File: src/rtl/xpin_pkg.sv
package xpin_pkg;
   localparam int unsigned NIB_W    = 4;
   localparam int unsigned OBF_IDX  = 0;
   localparam int unsigned IBF_IDX  = 1;
   localparam int unsigned DRQ_IDX  = 2;
   localparam int unsigned DACK_IDX = 3;

   typedef struct packed {
      logic flags_on;
      logic dma_on;
   } xpin_mode_t;
endpackage

File: src/rtl/xpin_mode_reg.sv
module xpin_mode_reg
   import xpin_pkg::*;
#(
   parameter logic [NIB_W-1:0] RESET_LATCH = '1
) (
   input  logic             clk,
   input  logic             rst_n,
   input  logic             port_wr,
   input  logic [NIB_W-1:0] port_wdata,
   input  logic             cmd_en_flags,
   input  logic             cmd_en_dma,
   output logic [NIB_W-1:0] latch_q,
   output xpin_mode_t       mode_q
);
   always_ff @(posedge clk) begin
      if (!rst_n) begin
         latch_q <= RESET_LATCH;
         mode_q  <= '0;
      end else begin
         if (port_wr) latch_q <= port_wdata;
         if (cmd_en_flags) mode_q.flags_on <= 1'b1;
         if (cmd_en_dma)   mode_q.dma_on   <= 1'b1;
      end
   end

   assert_flags_sticky_R9: assert property (@(posedge clk) disable iff (!rst_n)
      mode_q.flags_on |=> mode_q.flags_on);
   assert_dma_sticky_R9: assert property (@(posedge clk) disable iff (!rst_n)
      mode_q.dma_on |=> mode_q.dma_on);
endmodule

File: src/rtl/xpin_strobe_sync.sv
module xpin_strobe_sync #(
   parameter int unsigned W      = 3,
   parameter int unsigned STAGES = 2
) (
   input  logic         clk,
   input  logic         rst_n,
   input  logic [W-1:0] raw_n,
   output logic [W-1:0] synced_n,
   output logic [W-1:0] rise
);
   logic [W-1:0] prev_n;

   generate
      if (STAGES > 4) begin : g_bad_depth
         $error("xpin_strobe_sync: STAGES must be 0 to 4");
      end
      if (STAGES == 0) begin : g_bypass
         assign synced_n = raw_n;
      end else begin : g_chain
         logic [W-1:0] st [STAGES];
         always_ff @(posedge clk) begin
            if (!rst_n) begin
               for (int i = 0; i < int'(STAGES); i++) st[i] <= '1;
            end else begin
               st[0] <= raw_n;
               for (int i = 1; i < int'(STAGES); i++) st[i] <= st[i-1];
            end
         end
         assign synced_n = st[STAGES-1];
      end
   endgenerate

   always_ff @(posedge clk) begin
      if (!rst_n) prev_n <= '1;
      else        prev_n <= synced_n;
   end

   assign rise = synced_n & ~prev_n;
endmodule

File: src/rtl/xpin_drq_ctrl.sv
module xpin_drq_ctrl (
   input  logic clk,
   input  logic rst_n,
   input  logic dma_on,
   input  logic cmd_en_dma,
   input  logic set_req,
   input  logic ack_rise,
   output logic drq_q
);
   always_ff @(posedge clk) begin
      if (!rst_n)                 drq_q <= 1'b0;
      else if (cmd_en_dma)        drq_q <= 1'b0;
      else if (dma_on && set_req) drq_q <= 1'b1;
      else if (ack_rise)          drq_q <= 1'b0;
   end

   assert_drq_needs_set_R4: assert property (@(posedge clk) disable iff (!rst_n)
      $rose(drq_q) |-> $past(set_req && dma_on));
   assert_ack_clears_R5: assert property (@(posedge clk) disable iff (!rst_n)
      (ack_rise && !set_req) |=> !drq_q);
   assert_cmd_clears_R6: assert property (@(posedge clk) disable iff (!rst_n)
      cmd_en_dma |=> !drq_q);
   assert_pending_holds_R7: assert property (@(posedge clk) disable iff (!rst_n)
      (drq_q && !ack_rise && !cmd_en_dma) |=> drq_q);
endmodule

File: src/rtl/xpin_special_func.sv
module xpin_special_func
   import xpin_pkg::*;
#(
   parameter int unsigned      SYNC_STAGES = 2,
   parameter logic [3:0]       RESET_LATCH = 4'hF
) (
   input  logic       clk,
   input  logic       rst_n,
   input  logic       port_wr,
   input  logic [3:0] port_wdata,
   input  logic       cmd_en_flags,
   input  logic       cmd_en_dma,
   input  logic       obf,
   input  logic       ibf,
   input  logic       host_cs_n,
   input  logic       host_a0,
   input  logic       host_rd_n,
   input  logic       host_wr_n,
   input  logic       dack_pin_n,
   output logic [3:0] pin_drive,
   output logic       buf_cs_n,
   output logic       buf_a0
);
   localparam int unsigned SV_W = 3;
   localparam int unsigned RD_S = 0;
   localparam int unsigned WR_S = 1;
   localparam int unsigned DK_S = 2;

   logic [NIB_W-1:0] latch_q;
   xpin_mode_t       mode_q;
   logic [SV_W-1:0]  synced_n, rise;
   logic             ack_rise, drq_q, dack_live;
   logic             sig_unused;

   xpin_mode_reg #(.RESET_LATCH(RESET_LATCH)) u_mode (
      .clk(clk), .rst_n(rst_n), .port_wr(port_wr), .port_wdata(port_wdata),
      .cmd_en_flags(cmd_en_flags), .cmd_en_dma(cmd_en_dma),
      .latch_q(latch_q), .mode_q(mode_q));

   xpin_strobe_sync #(.W(SV_W), .STAGES(SYNC_STAGES)) u_sync (
      .clk(clk), .rst_n(rst_n),
      .raw_n({dack_pin_n, host_wr_n, host_rd_n}),
      .synced_n(synced_n), .rise(rise));

   assign ack_rise   = mode_q.dma_on && !synced_n[DK_S] && (rise[RD_S] || rise[WR_S]);
   assign sig_unused = ^{rise[DK_S], synced_n[WR_S], synced_n[RD_S]};

   xpin_drq_ctrl u_drq (
      .clk(clk), .rst_n(rst_n), .dma_on(mode_q.dma_on), .cmd_en_dma(cmd_en_dma),
      .set_req(port_wr && port_wdata[DRQ_IDX]), .ack_rise(ack_rise),
      .drq_q(drq_q));

   always_comb begin
      pin_drive = latch_q;
      if (mode_q.flags_on) begin
         pin_drive[OBF_IDX] = latch_q[OBF_IDX] & obf;
         pin_drive[IBF_IDX] = latch_q[IBF_IDX] & ~ibf;
      end
      if (mode_q.dma_on) begin
         pin_drive[DRQ_IDX]  = drq_q;
         pin_drive[DACK_IDX] = 1'b1;
      end
   end

   assign dack_live = mode_q.dma_on && !dack_pin_n;
   assign buf_cs_n  = dack_live ? 1'b0 : host_cs_n;
   assign buf_a0    = dack_live ? 1'b0 : host_a0;

   assert_dack_selects_R8: assert property (@(posedge clk) disable iff (!rst_n)
      (mode_q.dma_on && !dack_pin_n) |-> (!buf_cs_n && !buf_a0));
   assert_dack_released_R4: assert property (@(posedge clk) disable iff (!rst_n)
      mode_q.dma_on |-> pin_drive[DACK_IDX]);
endmodule

File: config.mk
export PLATFORM = sky130hd
export DESIGN_NAME = xpin_special_func
export DESIGN_NICKNAME = d
export VERILOG_FILES = /design/src/rtl/xpin_pkg.sv /design/src/rtl/xpin_mode_reg.sv /design/src/rtl/xpin_strobe_sync.sv /design/src/rtl/xpin_drq_ctrl.sv /design/src/rtl/xpin_special_func.sv
export SDC_FILE = /design/constraint.sdc
export NUM_CORES = 1
export LEC_CHECK = 0
export ABC_AREA = 1
export BUFFER_PORTS_ARGS = -buffer_cell sky130_fd_sc_hd__clkbuf_2
export CELL_PAD_IN_SITES_DETAIL_PLACEMENT = 1
export CELL_PAD_IN_SITES_GLOBAL_PLACEMENT = 1
export CORE_MARGIN = 2
export CORE_UTILIZATION = 36
export CTS_BUF_LIST = sky130_fd_sc_hd__clkbuf_2
export DETAILED_ROUTE_END_ITERATION = 10
export HOLD_SLACK_MARGIN = 0.06
export PLACE_DENSITY_LB_ADDON = 0.1
export SLEW_MARGIN = 20
export SYNTH_ARGS = -nofsm -noshare
export SYNTH_HDL_FRONTEND = slang
export SYNTH_SLANG_ARGS = --single-unit
export TNS_END_PERCENT = 50
File: constraint.sdc
create_clock -name clk -period 2.6 [get_ports clk]
set_clock_uncertainty 0.2 [all_clocks]
set_input_delay 0.39 -clock clk [delete_from_list [all_inputs] [get_ports clk]]
set_output_delay 0.39 -clock clk [all_outputs]
set_load 0.05 [all_outputs]
==> results of run 1 <==
## cells by family after synthesis
kind of cell	after synthesis
buf+inv	11
simple gates	26
compound gates	11
flops	15
## sequential cells by signal, summed over array words and instances (netlist names)
name	flops
u_mode.mode_q	2
u_sync.prev_n	2
u_sync.g_chain.st	6
u_mode.latch_q	4
u_drq.drq_q	1
## report_power, final
part           switching [W]  internal, W
registers         0.00000547     0.000242
clock network      0.0000733    0.0000348
logic              0.0000481    0.0000247
total               0.000127     0.000301
## final timing paths
path	start	to	slack, ns
setup reg to reg	u_mode.mode_q[0]	u_drq.drq_q	1.51
hold / removal	dack_pin_n	u_sync.g_chain.st[0][2]	0.10
hold reg to reg	u_sync.g_chain.st[0][2]	u_sync.g_chain.st[0][5]	0.23
setup / recovery	u_mode.mode_q[0]	pin_drive[3]	0.81
## layout by cell type, fill, tap and decap left out
| cell | count |
|---|---|
| dlygate4sd3_1 | 2 |
| o21ai_0 | 3 |
| clkbuf_2 | 24 |
| a21boi_0 | 3 |
| or2_2 | 2 |
| nor2_1 | 3 |
| nand3_1 | 3 |
| nand2_1 | 12 |
| clkinv_2 | 1 |
| or2_1 | 6 |
| inv_2 | 1 |
| a21oi_1 | 5 |
| dfxtp_1 | 15 |
| inv_1 | 9 |
## what timing repair did
action | in CTS | in global routing
hold endpoints to repair | 1 | 1
hold buffers | 1 | 1
endpoints found under the setup margin | 0 | 0
## worst max-delay path, cell delays in order (launching register included)
cell,delay (ns)
dfxtp_1,0.40
or2_2,0.29
clkbuf_2,0.24
## stage by stage
step | hold slack [ns] | instance area (µm²)
3_3_place_gp | 0.188 | 646
3_5_place_dp | 0.198 | 646
4_1_cts | 0.0621 | 676
6_report | 0.103 | 686
5_1_grt | 0.0939 | 686
2_1_floorplan | 0.185 | 533
## layer usage
layer	GRT usage, %	share of wire, %	up-vias
li1	-	-	245
met1	13.1	37	212
met2	25.5	56	14
met3	6.90	7.3	0
met4	3.75	0	0
met5	0	0	-
## cell type report
type	count	share of cell area, %
clock buffer	3	2.19
sequential	15	43.8
timing repair buffer	23	18.2
clock inverter	1	0.730
tap	15	2.74
inverter	10	5.47
multi-input combinational	37	26.8
==> metrics.md, run 1 <==
| Metric | Value |
|---|---|
| Synthesized Nets | `79` |
| Drt first-iter violations | `1` |
| Grt total ovfl | `0` |
| Total CTS buffers | `3` |
| Area contributors post-synth | `dfxtp_1 (56%), nand2_1 (8.5%), or2_1 (7.0%)` |
| Setup CP Type | `flip-flop to primary output` |
| CP startpoint kind | `flip-flop` |
| Rows | `13` |
| Root Buffer | `clkbuf_2` |
| TNS Setup | `0 ns` |
| Antenna violations before repair | `0` |
| Power Density | `625 nW/µm²` |
| Critical Path RT | `2.01 ns` |
| Fillers | `between 150 and 200` |
| Final wirelength | `1080 µm` |
| Area of the multi-input gates | `184 µm²` |
| Core area | `1350 µm²` |
| Clock slew at reported path FFs | `0.15 ns` |
| Cell area after synthesis | `between 500 and 600 µm²` |
| Final core occ | `50.8%` |
| # placed instances | `98` |
| Leakage | `0.364 nW` |
| Post-DRT Antenna Nets | `0` |
| DRC viols | `0` |
| Htree depth | `1` |
| Gates resized, CTS repair | `0` |
| Via count | `471` |
| Main combinational cell family by area after synthesis | `simple AND/OR/NAND/NOR gates` |
| Die Area | `1800 µm²` |
| Skew-Pair Late Insertion Delay | `0.28 ns` |
| Number of inserted diodes | `0` |
| CP max FO | `7` |
| Final HPWL DP | `821 µm` |
| Largest area contributor in the synthesized netlist | `dfxtp_1` |
| Vias in the first global route | `roughly 450` |
| Max_cap viols | `0` |
| Min-Delay Path Class | `input pin to flip-flop` |
| Total area of sequential cells | `approximately 300 µm²` |
| Synth Area in Simple Gates | `22.8%` |
| First-pass GRT wire length | `1800 µm` |
| Clk sinks | `15` |
| Post-layout net count | `106` |
| Global-route usage over all layers | `13.7%` |
| Main synth FF type | `dfxtp_1` |
| Adder-cell share of the synthesized area | `0%` |
| Mapped Cells | `63` |
| Die Height | `42.5 µm` |
| Critical Path End Type | `primary output` |
| Final slew viol count | `0` |
| Final worst setup slack | `0.805 ns` |
| #FFs+latches synth | `15` |
| Worst slew pin tran | `0.283 ns` |
| CTS tree | `built` |
| RSZ-0062 raised after global routing | `false` |
| Maximum number of pins on one net before global-route repair | `12` |
| Initial Utilization | `39.5%` |
| Max clock buf depth | `2` |
| Avg Vias per Cell | `4.53` |
| Most numerous cell in the Yosys netlist | `dfxtp_1` |
| Post-synthesis async set-or-reset flop share | `0%` |
| Outcome | `complete, no violations` |
| Unique masters post-synth | `12` |
| Yosys top cell area share | `56.3%` |
| Mux contribution to synthesized area | `0%` |
| WP data arrival | `1.20 ns` |
| Fin crit period | `1.79 ns` |
| Die width | `42.5 µm` |
| Pwr Total | `0.000428 W` |
| Synth Area in Compound Gates | `11.7%` |
| Synth Area in XOR/XNOR | `0%` |
| Final Cycle Share | `69.0%` |
| Rel. slew slack | `81.2%` |
| Layout Cells excl Fill | `104` |
| Worst Hold Path Cells | `3` |
| Layout area overhead | `28.6%` |
| Pre-CTS setup slack | `1.04 ns` |
| EDFF count, synth | `0` |
| Post-synth top cells | `dfxtp_1 (15), nand2_1 (12), inv_1 (9), or2_1 (6), a21oi_1 (5)` |
| Final Hold Fails | `0` |
| Post-synthesis sequential area ratio | `56.3%` |
| Synth Warn # | `0` |
| FMAX | `0.557 GHz` |
| Mean area per synthesized cell | `between 8 and 9 µm²` |
| Share of post-route cells with drive strength above 1 | `31.5%` |
| I/O Buffers | `21` |
| Placer Congestion | `0.626` |
| Pre-Repair DR Iteration Count | `2` |
| Worst reg2reg path depth | `5` |
| # Post-CTS Setup Buffers | `0` |
| Finish-stage setup viols | `0` |
| Wire length per cell | `~10 µm` |
| Peak supply drop | `around 0.00037 V` |
| I/O pin count | `22` |
(Power assumes the default switching activity.)
==> run 2, diff against run 1 <==
CORE_UTILIZATION = 33   (was 36)
clock period = 1.9 ns   (was 2.6 ns; I/O delays follow)
==> run 2 against run 1 <==
Routed wire length rose by 6.7%. Highest routed layer is now met4. Combinational power rose by 62%. Sequential share of layout area fell by 6.1 points.
==> metrics.md, run 2 (synthesized netlist as in run 1, its figures left out) <==
| Metric | Value |
|---|---|
| Grt total ovfl | `0 (unchanged)` |
| Final HPWL DP | `746 µm (was 821 µm)` |
| Vias in the first global route | `473 (was 453)` |
| DRC viols | `0 (unchanged)` |
| Leakage | `0.404 nW (was 0.364 nW)` |
| Gates resized, CTS repair | `0 (unchanged)` |
| Max_cap viols | `0 (unchanged)` |
| FMAX | `0.594 GHz` |
| Core area | `1510 µm² (was 1350 µm²)` |
| Htree depth | `1 (unchanged)` |
| Max Used Layer | `met4 (was met3)` |
| RSZ-0062 raised after global routing | `false (unchanged)` |
| Fillers | `192 (was 188)` |
| Rows | `14 (was 13)` |
| Max reg flops | `6 (unchanged)` |
| Met3 WL | `44 µm (was 79 µm)` |
| Critical Path RT | `1.41 ns (was 2.01 ns)` |
| Layout area overhead | `49.5% (was 28.6%)` |
| Leading cell type in the layout, fill and taps excluded | `clkbuf_2 (unchanged)` |
| Metal2 WL | `532 µm (was 598 µm)` |
| Fin crit period | `around 1.7 ns` |
| Layout Cells excl Fill | `116 (was 104)` |
| Global-route usage over all layers | `14.5% (was 13.7%)` |
| Final hold slack | `0.134 ns (was 0.103 ns)` |
| Total area of sequential cells | `300 µm² (unchanged)` |
| Root Buffer | `clkbuf_2 (unchanged)` |
| Placer Congestion | `0.661 (was 0.626)` |
| Post-DRT Antenna Nets | `0 (unchanged)` |
| Final Hold Fails | `0 (unchanged)` |
| Peak supply drop | `0.000460 V (was 0.000367 V)` |
| Most flops, register | `u_sync.g_chain.st (unchanged)` |
| Final worst setup slack | `0.215 ns (was 0.805 ns)` |
| Setup CP Type | `flip-flop to primary output (unchanged)` |
| Avg Vias per Cell | `4.31 (was 4.53)` |
| I/O Buffers | `21 (unchanged)` |
| Total CTS buffers | `3 (unchanged)` |
| Die width | `44.2 µm (was 42.5 µm)` |
| Pre-CTS setup slack | `0.541 ns (was 1.04 ns)` |
| Rel. slew slack | `81.6% (was 81.2%)` |
| Wire length per cell | `9.90 µm (was 10.3 µm)` |
| First-pass GRT wire length | `2020 µm (was 1800 µm)` |
| Pre-Repair DR Iteration Count | `2 (unchanged)` |
| Area of the multi-input gates | `184 µm² (unchanged)` |
| Clock slew at reported path FFs | `0.16 ns (was 0.15 ns)` |
| Clk sinks | `15 (unchanged)` |
| WP data arrival | `1.20 ns (about the same)` |
| Power Density | `759 nW/µm² (was 625 nW/µm²)` |
| CP max FO | `7 (unchanged)` |
| Final Cycle Share | `between 80% and 90%` |
| CP startpoint kind | `flip-flop (unchanged)` |
| Outcome | `complete, no violations (unchanged)` |
| Post-layout net count | `117 (was 106)` |
| CTS tree | `built (unchanged)` |
| Most frequent cells in the layout | `clkbuf_2 (24), dfxtp_1 (15), dlygate4sd3_1 (13) (was clkbuf_2 (24), dfxtp_1 (15), nand2_1 (12))` |
| Final core occ | `52.9% (was 50.8%)` |
| Die Height | `44.2 µm (was 42.5 µm)` |
| I/O pin count | `22 (unchanged)` |
| Max clock buf depth | `2 (unchanged)` |
| Antenna violations before repair | `0 (unchanged)` |
| Maximum number of pins on one net before global-route repair | `12 (unchanged)` |
| Initial Utilization | `35.4% (was 39.5%)` |
| Via count | `500 (was 471)` |
| Met1 WL | `555 µm (was 398 µm)` |
| Number of inserted diodes | `0 (unchanged)` |
| Drt first-iter violations | `1 (unchanged)` |
| # placed instances | `99 (was 98)` |
| Final wirelength | `1150 µm (was 1080 µm)` |
| Share of post-route cells with drive strength above 1 | `28.0% (was 31.5%)` |
| Min-Delay Path Class | `input pin to flip-flop (unchanged)` |
| Skew-Pair Late Insertion Delay | `0.27 ns (was 0.28 ns)` |
| Worst slew pin tran | `0.277 ns (was 0.283 ns)` |
| Final slew viol count | `0 (unchanged)` |
| Top Registers | `u_sync.g_chain.st x6, u_mode.latch_q x4 (unchanged)` |
| Finish-stage setup viols | `0 (unchanged)` |
| Critical Path End Type | `primary output (unchanged)` |
| Die Area | `1950 µm² (was 1800 µm²)` |
-- run 2: per-stage QoR --
stage | total power, W | TNS [ns] | instance area [µm²]
floorplan | 0.000410 | -0.193 | 533
CTS | 0.000618 | 0 | 797
detailed placement | 0.000442 | 0 | 647
global route | 0.000642 | 0 | 797
global placement | 0.000440 | 0 | 647
finish | 0.000605 | 0 | 797
-- run 2: timing repair --
item / in CTS / in global routing
endpoints found under the hold margin: 10 / 0
setup buffers: 0 / 0
hold buffers: 13 / 0
-- run 2: final cells by class --
class                      instances  share of cell area (%)
timing repair buffer              34                    29.5
clock buffer                       3                    1.88
tap                               16                    2.51
clock inverter                     1                   0.628
inverter                          10                    4.71
multi-input combinational         37                    23.1
sequential                        15                    37.7
-- run 2: critical path, stage by stage, from the launching register on --
cell      delay, ns
dfxtp_1        0.40
or2_2          0.30
clkbuf_2       0.24
-- run 2: path summary, 6_finish.rpt --
path                      startpoint                       to  slack (ns)  cells past startpoint
max                 u_mode.mode_q[0]             pin_drive[3]        0.22                      2
min                          port_wr        u_mode.latch_q[2]        0.13                      2
max reg2reg        u_mode.latch_q[3]        u_mode.latch_q[3]        0.58                      3
min reg2reg  u_sync.g_chain.st[0][0]  u_sync.g_chain.st[0][3]        0.22                      1
-- run 2: power breakdown --
part	internal [W]	switching [W]	leakage (nW)	total (W)
clock	0.0000477	0.000101	0.0164	0.000148
combinational	0.0000493	0.0000689	0.263	0.000118
sequential	0.000331	0.00000741	0.124	0.000338
total	0.000428	0.000177	0.404	0.000605
-- run 2: layer usage --
layer	up-vias	GRT usage, %
li1	267	-
met1	222	19.0
met2	9	22.9
met3	2	3.67
met4	0	5.45
met5	-	0
